$ cat config.mk
export PLATFORM = sky130hd
export DESIGN_NAME = thread_flush_gen
export DESIGN_NICKNAME = d
export VERILOG_FILES = /design/src/rtl/tfg_pkg.sv /design/src/rtl/tfg_tid_dec.sv /design/src/rtl/tfg_age_timer.sv /design/src/rtl/tfg_cause_pick.sv /design/src/rtl/thread_flush_gen.sv
export SDC_FILE = /design/constraint.sdc
export NUM_CORES = 1
export LEC_CHECK = 0
export BUFFER_PORTS_ARGS = -buffer_cell sky130_fd_sc_hd__buf_2
export CAP_MARGIN = 20
export CELL_PAD_IN_SITES_DETAIL_PLACEMENT = 0
export CELL_PAD_IN_SITES_GLOBAL_PLACEMENT = 2
export CORE_ASPECT_RATIO = 2
export CORE_MARGIN = 1.5
export CORE_UTILIZATION = 36
export CTS_CLUSTER_DIAMETER = 120
export DETAILED_ROUTE_END_ITERATION = 8
export HOLD_SLACK_MARGIN = 0.05
export PLACE_DENSITY_LB_ADDON = 0.1
export SLEW_MARGIN = 30
export SYNTH_ARGS = -nofsm -noshare
export SYNTH_HDL_FRONTEND = slang
export SYNTH_SLANG_ARGS = --single-unit
$ cat constraint.sdc
create_clock -name clk -period 2.65 [get_ports clk]
set_input_delay 0.53 -clock clk [delete_from_list [all_inputs] [get_ports clk]]
set_output_delay 0.53 -clock clk [all_outputs]
set_load 0.005 [all_outputs]
$ cat src/rtl/tfg_pkg.sv
package tfg_pkg;

   // flush cause code, one field per thread on the output bus
   typedef enum logic [1:0] {
      FC_NONE   = 2'd0,
      FC_L3MISS = 2'd1,
      FC_IO     = 2'd2,
      FC_AGE    = 2'd3
   } flush_cause_e;

   localparam int CAUSE_W = 2;

endpackage

$ cat src/rtl/tfg_tid_dec.sv
// Turns a thread-tagged event strobe into a per-thread hit vector.
module tfg_tid_dec #(
   parameter int NUM_THR = 4,
   parameter int TID_W   = 2
) (
   input  logic               evt_vld,
   input  logic [TID_W-1:0]   evt_tid,
   output logic [NUM_THR-1:0] thr_hit
);

   generate
      if (TID_W < 1) begin : g_bad_w
         $error("tfg_tid_dec: TID_W must be at least 1");
      end
      if (NUM_THR > (1 << TID_W)) begin : g_bad_n
         $error("tfg_tid_dec: TID_W too narrow for NUM_THR");
      end
   endgenerate

   for (genvar g = 0; g < NUM_THR; g++) begin : g_thr
      assign thr_hit[g] = evt_vld && (evt_tid == TID_W'(g));
   end

endmodule

$ cat src/rtl/tfg_age_timer.sv
// Per-thread age counter for the oldest uncommitted memory operation.
module tfg_age_timer #(
   parameter int TAG_W = 6,
   parameter int CNT_W = 12
) (
   input  logic             clk,
   input  logic             rst_n,
   input  logic             op_vld,
   input  logic [TAG_W-1:0] op_tag,
   input  logic             op_cmt,
   input  logic             flush_fire,
   input  logic [CNT_W-1:0] limit,
   output logic             age_hit
);

   localparam logic [CNT_W-1:0] CNT_MAX = '1;
   localparam logic [CNT_W-1:0] CNT_ONE = CNT_W'(1);

   generate
      if (TAG_W < 1) begin : g_bad_tag
         $error("tfg_age_timer: TAG_W must be at least 1");
      end
      if (CNT_W < 2) begin : g_bad_cnt
         $error("tfg_age_timer: CNT_W must be at least 2");
      end
   endgenerate

   logic             seen_vld;
   logic [TAG_W-1:0] seen_tag;
   logic             armed;
   logic [CNT_W-1:0] age;
   logic             new_op;

   // a fresh oldest operation: valid just rose or the tag moved on
   assign new_op  = op_vld && (!seen_vld || (op_tag != seen_tag));

   assign age_hit = armed && op_vld && !new_op && !op_cmt &&
                    (limit != '0) && (age >= limit);

   always_ff @(posedge clk) begin
      if (!rst_n) begin
         seen_vld <= 1'b0;
         seen_tag <= '0;
      end else begin
         seen_vld <= op_vld;
         seen_tag <= op_tag;
      end
   end

   always_ff @(posedge clk) begin
      if (!rst_n) begin
         armed <= 1'b0;
         age   <= '0;
      end else if (flush_fire) begin
         armed <= 1'b0;
         age   <= '0;
      end else if (new_op) begin
         armed <= 1'b1;
         age   <= CNT_ONE;
      end else if (!op_vld || op_cmt) begin
         armed <= 1'b0;
         age   <= '0;
      end else if (armed && (age != CNT_MAX)) begin
         age   <= age + CNT_ONE;
      end
   end

   AST_AGE_OFF_AT_ZERO: assert property (@(posedge clk) disable iff (!rst_n)
      (limit == '0) |-> !age_hit);
   AST_AGE_NO_REPEAT: assert property (@(posedge clk) disable iff (!rst_n)
      age_hit |=> !age_hit);
   AST_COMMIT_STOPS_AGE: assert property (@(posedge clk) disable iff (!rst_n)
      (op_cmt && !new_op) |=> !age_hit);
   AST_DROP_STOPS_AGE: assert property (@(posedge clk) disable iff (!rst_n)
      !op_vld |=> !age_hit);

endmodule

$ cat src/rtl/tfg_cause_pick.sv
// Priority merge of the three flush triggers of one thread.
module tfg_cause_pick
   import tfg_pkg::*;
(
   input  logic         l3_hit,
   input  logic         io_hit,
   input  logic         age_hit,
   output logic         fire,
   output flush_cause_e cause
);

   assign fire = l3_hit || io_hit || age_hit;

   always_comb begin
      if (l3_hit)       cause = FC_L3MISS;
      else if (io_hit)  cause = FC_IO;
      else if (age_hit) cause = FC_AGE;
      else              cause = FC_NONE;
   end

endmodule

$ cat src/rtl/thread_flush_gen.sv
module thread_flush_gen
   import tfg_pkg::*;
#(
   parameter int NUM_THR = 4,
   parameter int TAG_W   = 6,
   parameter int CNT_W   = 12,
   parameter bit OUT_REG = 1'b1,
   localparam int TID_W  = (NUM_THR > 1) ? $clog2(NUM_THR) : 1
) (
   input  logic                     clk,
   input  logic                     rst_n,
   input  logic [CNT_W-1:0]         tmo_limit,
   input  logic                     l3_miss_vld,
   input  logic [TID_W-1:0]         l3_miss_tid,
   input  logic                     io_cmt_vld,
   input  logic [TID_W-1:0]         io_cmt_tid,
   input  logic                     mem_cmt_vld,
   input  logic [TID_W-1:0]         mem_cmt_tid,
   input  logic [NUM_THR-1:0]       oldest_vld,
   input  logic [NUM_THR*TAG_W-1:0] oldest_tag,
   output logic [NUM_THR-1:0]       flush_pls,
   output logic [NUM_THR*CAUSE_W-1:0] flush_cause
);

   localparam int CBUS_W = NUM_THR * CAUSE_W;

   generate
      if (NUM_THR < 2) begin : g_bad_thr
         $error("thread_flush_gen: NUM_THR must be at least 2");
      end
   endgenerate

   logic [NUM_THR-1:0] l3_hit;
   logic [NUM_THR-1:0] io_hit;
   logic [NUM_THR-1:0] cmt_hit;
   logic [NUM_THR-1:0] age_hit;
   logic [NUM_THR-1:0] fire;
   logic [CBUS_W-1:0]  cause_bus;

   // event decode, one decoder per trigger source
   tfg_tid_dec #(.NUM_THR(NUM_THR), .TID_W(TID_W)) u_dec_l3 (
      .evt_vld(l3_miss_vld), .evt_tid(l3_miss_tid), .thr_hit(l3_hit));
   tfg_tid_dec #(.NUM_THR(NUM_THR), .TID_W(TID_W)) u_dec_io (
      .evt_vld(io_cmt_vld),  .evt_tid(io_cmt_tid),  .thr_hit(io_hit));
   tfg_tid_dec #(.NUM_THR(NUM_THR), .TID_W(TID_W)) u_dec_cmt (
      .evt_vld(mem_cmt_vld), .evt_tid(mem_cmt_tid), .thr_hit(cmt_hit));

   // per-thread age check and cause selection
   for (genvar g = 0; g < NUM_THR; g++) begin : g_thr
      flush_cause_e thr_cause;

      tfg_age_timer #(.TAG_W(TAG_W), .CNT_W(CNT_W)) u_age (
         .clk       (clk),
         .rst_n     (rst_n),
         .op_vld    (oldest_vld[g]),
         .op_tag    (oldest_tag[g*TAG_W +: TAG_W]),
         .op_cmt    (cmt_hit[g]),
         .flush_fire(fire[g]),
         .limit     (tmo_limit),
         .age_hit   (age_hit[g])
      );

      tfg_cause_pick u_pick (
         .l3_hit (l3_hit[g]),
         .io_hit (io_hit[g]),
         .age_hit(age_hit[g]),
         .fire   (fire[g]),
         .cause  (thr_cause)
      );

      assign cause_bus[g*CAUSE_W +: CAUSE_W] = thr_cause;
   end

   // output stage: registered by default, a pass-through variant on request
   generate
      if (OUT_REG) begin : g_out_reg
         always_ff @(posedge clk) begin
            if (!rst_n) begin
               flush_pls   <= '0;
               flush_cause <= '0;
            end else begin
               flush_pls   <= fire;
               flush_cause <= cause_bus;
            end
         end

         for (genvar a = 0; a < NUM_THR; a++) begin : g_chk
            AST_L3_PULSE: assert property (@(posedge clk) disable iff (!rst_n)
               l3_hit[a] |=> (flush_pls[a] &&
                  (flush_cause[a*CAUSE_W +: CAUSE_W] == FC_L3MISS)));
            AST_IO_PULSE: assert property (@(posedge clk) disable iff (!rst_n)
               (io_hit[a] && !l3_hit[a]) |=> (flush_pls[a] &&
                  (flush_cause[a*CAUSE_W +: CAUSE_W] == FC_IO)));
            AST_AGE_LOWEST: assert property (@(posedge clk) disable iff (!rst_n)
               (age_hit[a] && !l3_hit[a] && !io_hit[a]) |=>
                  (flush_cause[a*CAUSE_W +: CAUSE_W] == FC_AGE));
            AST_QUIET_CAUSE: assert property (@(posedge clk) disable iff (!rst_n)
               !flush_pls[a] |-> (flush_cause[a*CAUSE_W +: CAUSE_W] == FC_NONE));
         end
      end else begin : g_out_comb
         assign flush_pls   = fire;
         assign flush_cause = cause_bus;
      end
   endgenerate

endmodule

# == Word-level counts from Yosys, hierarchy flattened ==
# Cells that the tools add are included.
# op_classes
addsub,4
order_cmp,4
eq_ne,17
mux,32
n_bitwise,1
n_reduce_logical,96
# op_table
operator,n
$add 12x1->12 const B,4
$ge 12x12->1,4
$ne 12x12->1 const B,4
$logic_and 1x1->1,40
$mux 1,24
$ne 6x6->1,4
$logic_not 1->1,16
$logic_or 1x1->1,16
$mux 2,8
$reduce_or 2->1,8
$reduce_or 4->1,4
$eq 2x2->1 const B,6
$reduce_bool 12->1,1
$reduce_bool 3->1,4
$reduce_bool 2->1,4
$eq 2x1->1 const B,3
$logic_not 2->1,3
$not 1->1,1
# word_totals
ff_bits,92
in_bits,51
out_inout_bits,12
elab_cells,180

# == Longest topological paths before layout ==
# Gate-level depths: netlist of run 1.
# depth
word_depth,11
depth_mapped,8
depth_no_buf,7

# == Modules after synthesis ==
# From an unflattened synthesis of run 1, not the netlist that was laid out.
# hier_totals
hier_cells,649
area_unflattened_um2,5838.1
# modules_own_cells
module,instances,cells_per_inst,area_per_inst_um2,seq_area_each_um2
tfg_age_timer (g_thr[0].u_age ...),3,149,1336.3,400.4
tfg_age_timer (g_thr[1].u_age),1,145,1275.0,400.4
thread_flush_gen,1,25,336.6,240.2
tfg_tid_dec,3,4,37.5,0.0
tfg_cause_pick,4,5,26.3,0.0

# == Worst setup path before layout of run 1 ==
# Ideal clock, no wire load.
# synth_path
path_type,input -> register
start,in tmo_limit[2]
end,reg g_thr[0].u_age.age[2]
setup_time_ps,88
arrival_ps,2150
required_ps,2562
path_slack_ps,412
stages,8
n_path_buf,1
cell_sequence,inv_1 > ha_1 > a211oi_1 > o21ai_0 > a211oi_1 > a21oi_1 > buf_1 > nor4_4
# synth_via
elab_chain_cells,5
word_cells_on_any_way,6
cone_classes,1 x order compare; 5 x reduce/logical
# synth_lines
element,line_no,rtl
"start, declared",thread_flush_gen.sv:12,"input logic [CNT_W-1:0] tmo_limit,"
branches (longest 2 deep; another with $ge 12x12->1),-,
$logic_and 1x1->1 *,tfg_age_timer.sv:38,(limit != '0) && (age >= limit);
$logic_or 1x1->1 *,tfg_cause_pick.sv:12,assign fire = l3_hit || io_hit || age_hit;
$reduce_or 4->1 (no line) *,-,
"end signal, assigned",tfg_age_timer.sv:64,age <= age + CNT_ONE;
"end, declared",tfg_age_timer.sv:31,logic [CNT_W-1:0] age;
# Mark *: on every way between the ends.
# A chain may end at the register's enable or synchronous reset.

# == Worst setup path after layout of run 1 ==
# layout_path
start,in tmo_limit[2]
end,reg g_thr[0].u_age.age[9]
# Same word-level chain as after synthesis.

==> out/qor.yml, run 1 <==
run_status:
  status: "finished clean"
die:
  initial_core_util_pct: 36.8
  die_width_um: 88.4
  core_area_um2: 14300
  fp-row-count: 62
  die_y_um: 174
  ios: 63
  die_area_um2: 15400
logic_synthesis:
  async_reset_ff_share_pct: 0
  syn_area_per_cell_um2: 8.94
  synth_area_leaders: "dfxtp_1 35%, ha_1 12%, xnor2_1 6.8%"
  netlist.area_leader.share_pct: 35.1
  ys_ff_latch: 92
  yosysWarnings: 0
  ys_seq_area_share_pct: 35.1
  syn-cell-area_um2: 5250
  synthCells: 588
  synth_edf_count: 0
  post_synth_num_cell_types: 54
  syn_nets: 691
  synth_flop_cell: "dfxtp_1"
  yosysTopAreaCell: "dfxtp_1"
route:
  wl_per_cell_um: 16.7
  detail_route.vias_per_cell: 5.28
  ant_nets: 0
  dr_wl_met2_um: 7720
  routed_wl_um: 14300
  routed.top_layer: "met4"
  drt_iter0_drc: 184
  drt_first_pass_iters: 5
  met3_length_um: 502
  routedLengthMet1_um: 5890
  vias: 4516
  drc_errors: 0
job:
  maxCapViolCount: 0
timing:
  clock_skew_ns: 0.00769
  worst_pin_slew_ns: 0.908
  finalWorstSetupSlack_ns: 0.389
  setup_viol: 0
  fmax_ghz: 0.442
  period_needed_ns: 2.26
  slew_headroom_pct: 39.4
  timing.final.crit_share_pct: 85.3
  finalHoldViolCount: 0
  drv_slew: 0
  rsz0062_at_grt: "false"
place:
  hpwl_um: 11300
  io_buffers: 62
  dp_slack_ns: -0.0705
  placed_cells: 840
  gp_congestion: 0.828
cts:
  postCtsSetupBuffers: 0
  clock-sinks: 92
  cts_tree: "done"
  clock_latency_ns: 0.35
  postCtsHoldBufs: 0
  htreeDepth: 3
  clockBufferDepth: 2
  clk_root_buffer_cell: "clkbuf_16"
  cts_buffers: 9
  clk_pin_slew_worst_paths_ns: 0.07
  cts_resized: 0
final_layout:
  area_growth_pct: 16.5
  fillCellCount: 1518
  multi_input_area_um2: 3280
  nNetsFinal: 762
  register_area_um2: 1840
  diodes: 0
  final_cells: 856
  layout-drive-gt1-share_pct: 16.0
pwr:
  power_mw: 2.98
  seq_power_share_pct: 48.4
  powerDensity_nw_per_um2: 487
  power_frac_comb_pct: 9.0
  switchingPower_mw: 0.778
  power_frac_clock_pct: 42.6
  ir_drop_mv: 0.302
  switching_share_pct: 26.1
  p_leak_nw: 2.36
  p_int_mw: 2.20
critical_path:
  worst_ep_arrival_time_ns: 2.53
  crit_type: "input port to flop"
  worstPathRequired_ns: 2.92
  cp_max_fo: 8
  setup.worst_path.start_class: "input port"
  critPathCaptureType: "flop"
global_route:
  grt_usage_pct: 20.1
  grt_max_degree: 22
  grt_first_pass_wirelength_um: 23600
  antenna_found_initial: 0
  gr-total-overflow: 0
  grt_pass1_vias: 4541
min_path:
  hold_class: "input port to flop"
==> metal layers <==
| layer | GRT usage [%] | vias to the layer above |
|---|---|---|
| met3 | 3.90 | 15 |
| met1 | 23.4 | 2114 |
| met4 | 5.21 | 0 |
| met2 | 36.5 | 102 |
| li1 | - | 2285 |
| met5 | 0 | - |
==> sequential cells by signal, summed over array words and instances (netlist names) <==
name and cells:
g_thr.u_age.seen_vld 4, g_thr.u_age.seen_tag 24, g_thr.u_age.armed 4, flush_cause 8
flush_pls 4, g_thr.u_age.age 48
==> path summary, 6_finish.rpt <==
kind	start	endpoint	slack, ns	depth (start not counted)
min	oldest_tag[19]	g_thr[3].u_age.seen_tag[1]	0.40	2
max	tmo_limit[2]	g_thr[0].u_age.age[9]	0.39	9
max reg2reg	g_thr[2].u_age.age[9]	g_thr[2].u_age.age[2]	0.40	6
min reg2reg	g_thr[3].u_age.age[6]	g_thr[3].u_age.age[6]	0.54	2
==> power groups by stage <==
| stage | Combinational (mW) | Sequential (mW) | Clock, mW |
|---|---|---|---|
| 3_3_place_gp | 0.265 | 1.48 | 0 |
| 5_1_grt | 0.304 | 1.45 | 1.36 |
| 4_1_cts | 0.272 | 1.44 | 1.31 |
| 2_1_floorplan | 0.163 | 1.47 | 0 |
| 6_report | 0.267 | 1.44 | 1.27 |
| 3_5_place_dp | 0.271 | 1.48 | 0 |
==> critical path, cell delays in order <==
cell and delay, ns:
buf_2 0.10, inv_1 0.20, ha_1 0.29, a211oi_1 0.23, o21ai_0 0.14, a211oi_1 0.40
a21oi_2 0.24, buf_4 0.22, nor3_1 0.17
==> through the flow <==
step	area (µm²)	utilization (%)	setup TNS, ns	hold WS (ns)
final	6120	42.9	0	0.402
after floorplan	5250	-	0	0.484
after global routing	6120	42.9	0	0.391
after detailed placement	5830	40.8	-0.226	0.526
after CTS	6110	42.8	0	0.394
after global placement	5830	40.8	-0.513	0.519
==> cell families (layout without fill, tap and decap cells) <==
group | count (synthesis) | count (layout) | synth area share (%)
xor gates and xnor gates | 58 | 58 | 9.67
muxes | 4 | 4 | 0.762
and+or+nand+nor | 249 | 249 | 26.5
DFF | 92 | 92 | 35.1
buffers and inverters | 35 | 111 | 2.69
adders and majority gates | 52 | 52 | 12.4
AOI/OAI and AO/OA | 98 | 98 | 12.9
==> cell usage after synthesis (5+ instances only) <==
| library cell | count |
|---|---|
| ha_1 | 52 |
| nand2_1 | 30 |
| nor4_1 | 12 |
| and3_1 | 8 |
| nand4_1 | 18 |
| a21oi_1 | 18 |
| and4_1 | 5 |
| clkbuf_1 | 9 |
| inv_1 | 22 |
| o21ai_0 | 26 |
| nor3_1 | 46 |
| nor2_1 | 32 |
| xor2_1 | 17 |
| o211ai_1 | 5 |
| and2_1 | 30 |
| nand3_1 | 31 |
| a211oi_1 | 11 |
| nor2b_1 | 6 |
| dfxtp_1 | 92 |
| o21a_1 | 9 |
| xnor2_1 | 41 |
==> cell usage in the layout, fill, tap and decap left out, types with 5 or more instances in the layout <==
master,n
nor4_1,12
xnor2_1,41
a21oi_1,16
o211ai_1,5
o21ai_0,26
nand3_1,31
and3_1,8
nor2b_1,6
xor2_1,17
buf_4,11
dfxtp_1,92
clkbuf_16,9
and4_1,5
nor3_1,46
ha_1,52
buf_2,62
nand2_1,30
nor2_1,32
and2_1,30
o21a_1,9
nand4_1,18
a211oi_1,11
inv_1,22
==> area by class of cell <==
| type | instances | area share [%] |
|---|---|---|
| Sequential cell | 92 | 30.1 |
| Inverter | 22 | 1.35 |
| Clock buffer | 10 | 3.74 |
| Tap cell | 192 | 3.92 |
| Clock inverter | 6 | 0.940 |
| Timing Repair Buffer | 73 | 6.42 |
| Multi-Input combinational cell | 461 | 53.5 |
No activity file was read; power rests on OpenSTA's default activity.
==> run 2: changes to the inputs <==
CORE_ASPECT_RATIO = 1.75   (was 2)
REMOVE_ABC_BUFFERS = 1   (was unset)
==> out/qor.yml, run 2 (same netlist as run 1, synthesis figures left out) <==
run_status:
  status: "finished clean"
final_layout:
  layout-drive-gt1-share_pct: 16.0  # +0.078 points
  top_regs: "g_thr.u_age.age: 48 flops, g_thr.u_age.seen_tag: 24 flops, flush_cause: 8 flops"
  fin_area_um2: 6160  # +0.61%
  diodes: 0  # unchanged
  regMostFlops: "g_thr.u_age.age"
  nNetsFinal: 765  # +0.39%
  final_cells: 847  # -1.1%
  layout_commonest_cell: "dfxtp_1"
  largest_reg_flops: 48  # unchanged
  final_cell_mix: "92 x dfxtp_1, 62 x buf_2, 52 x ha_1, 46 x nor3_1, 41 x xnor2_1"
  area_growth_pct: 17.2
place:
  placed_cells: 831  # -1.1%
  io_buffers: 62  # unchanged
  hpwl_um: 11600  # +2.4%
  gp_congestion: 0.877  # +5.9%
  placed_cell_area_um2: 5840  # +0.13%
critical_path:
  worstPathRequired_ns: 2.90  # -0.02 ns
  crit_type: "input port to flop"
  critPathCaptureType: "flop"
  max_stage_delay_ns: 0.39  # about the same
  cp_common_cell: "a211oi_1"
  cp_cell_sequence: "buf_2, inv_1, ha_1, a211oi_1, o21ai_0, a211oi_1, a21oi_1, buf_4, nor4b_1"
  worst-path-buf-inv: 3  # unchanged
  critical_path.top_delay_family: "compound AO/OA/AOI/OAI gates"
  worst_ep_arrival_time_ns: 2.48  # -0.05 ns
  cp_max_fo: 11  # +3
  cp_slowest_cell: "a211oi_1"
  setup.worst_path.start_class: "input port"
global_route:
  grt_usage_pct: 20.1  # +0.029 points
  grt_pass1_vias: 4620  # +1.7%
  grt_first_pass_wirelength_um: 23600  # about the same
  gr-total-overflow: 0  # unchanged
  antenna_found_initial: 0  # unchanged
  grt_max_degree: 22  # unchanged
die:
  initial_core_util_pct: 36.7  # -0.058 points
  die_y_um: 163  # -6.3%
  die_area_um2: 15400  # about the same
  fp-row-count: 58  # -6.5%
  ios: 63  # unchanged
  die_width_um: 94.3  # +6.7%
  core_area_um2: 14300  # +0.16%
cts:
  postCtsHoldBufs: 0  # unchanged
  cts_buffers: 9  # unchanged
  clk_root_buffer_cell: "clkbuf_16"
  postCtsSetupBuffers: 0  # unchanged
  cts_tree: "done"
  clk_pin_slew_worst_paths_ns: 0.07  # about the same
  htreeDepth: 3  # unchanged
  cts_resized: 0  # unchanged
  clockBufferDepth: 2  # unchanged
  clock_latency_ns: 0.34  # about the same
  clock-sinks: 92  # unchanged
route:
  routed_wl_um: 14400  # +0.85%
  vias: 4476  # -0.89%
  ant_nets: 0  # unchanged
  drc_errors: 0  # unchanged
  drt_first_pass_iters: 4  # -1
  wl_per_cell_um: 17.0  # +1.9%
  detail_route.vias_per_cell: 5.28  # +0.17%
  drt_iter0_drc: 125  # -32%
timing:
  worst_pin_slew_ns: 0.927  # +0.0185 ns
  tns_ns: 0  # unchanged
  setup_viol: 0  # unchanged
  rsz0062_at_grt: "false"
  slew_headroom_pct: 38.2  # -1.2 points
  timing.final.crit_share_pct: 84.3  # -1.0 points
  drv_slew: 0  # unchanged
  finalHoldViolCount: 0  # unchanged
  fmax_ghz: 0.448  # +1.2%
  clock_skew_ns: 0.00752  # -0.000166 ns
  period_needed_ns: 2.23  # -0.0274 ns
pwr:
  switchingPower_mw: 0.756  # -2.9%
  switching_share_pct: 24.0  # -2.1 points
  power_frac_clock_pct: 45.3  # +2.7 points
  p_leak_nw: 2.38  # +0.99%
  power_frac_comb_pct: 8.7  # -0.3 points
  powerDensity_nw_per_um2: 510  # +4.8%
  p_int_mw: 2.39  # +8.4%
  ir_drop_mv: 0.371  # +23%
  power_mw: 3.14  # +5.4%
  seq_power_share_pct: 45.9  # -2.5 points
min_path:
  hold_class: "input port to flop"
job:
  maxCapViolCount: 0  # unchanged
## run 2: changes by cell type in the layout (fill, tap and decap cells not counted), sizes merged
| cell | delta |
|---|---|
| buf | +3 |
| bufinv | +2 |
| clkinv | -3 |
| clkinvlp | +2 |
| inv | -1 |
## run 2: power by group through the flow
stage | Combinational, mW | Clock (mW) | Sequential, mW
after floorplan | 0.156 | 0 | 1.47
after global placement | 0.273 | 0 | 1.48
after detailed placement | 0.279 | 0 | 1.48
after CTS | 0.280 | 1.46 | 1.44
after global routing | 0.313 | 1.51 | 1.45
final | 0.274 | 1.43 | 1.44
## run 2: routing by layer
layer,global-route usage [%],vias up,wire [µm],part of all wire [%]
li1,-,2288,-,-
met1,23.5,2059,6140,43
met2,36.2,109,7450,52
met3,3.59,20,538,3.7
met4,6.78,0,306,2.1
met5,0,-,0,0
## run 2: stage by stage
| step | utilization [%] | setup WS [ns] | hold WS [ns] |
|---|---|---|---|
| 6_report | 43.1 | 0.416 | 0.407 |
| 5_1_grt | 43.1 | 0.214 | 0.401 |
| 4_1_cts | 43.1 | 0.410 | 0.397 |
| 3_5_place_dp | 40.8 | 0.0578 | 0.549 |
| 3_3_place_gp | 40.8 | 0.122 | 0.542 |
| 2_1_floorplan | - | 0.421 | 0.484 |
## run 2: worst paths after layout
kind                                            start                    endpoint  slack, ns  cells after the start
worst min register to register  g_thr[3].u_age.age[6]       g_thr[3].u_age.age[6]       0.56                      2
worst max-delay path                     tmo_limit[2]      g_thr[0].u_age.age[11]       0.42                      9
worst min-delay path                   oldest_tag[20]  g_thr[3].u_age.seen_tag[2]       0.41                      2
worst max register to register  g_thr[0].u_age.age[2]      g_thr[0].u_age.age[11]       0.44                      7
## run 2: layout make-up
cell class	count	area (µm²)
fill	1416	8140
sequential	92	1840
clock buffer	10	229
timing repair buffer	76	415
tap	180	225
inverter	22	82.6
clock inverter	6	95.1
multi-input combinational	461	3270
## run 2: worst reg2reg max path, stage by stage, from the launching register on
cell      delay [ns]
dfxtp_1         0.45
ha_1            0.29
a211oi_1        0.24
o21ai_0         0.12
a211oi_1        0.39
a21oi_1         0.12
buf_4           0.20
nor4b_1         0.31
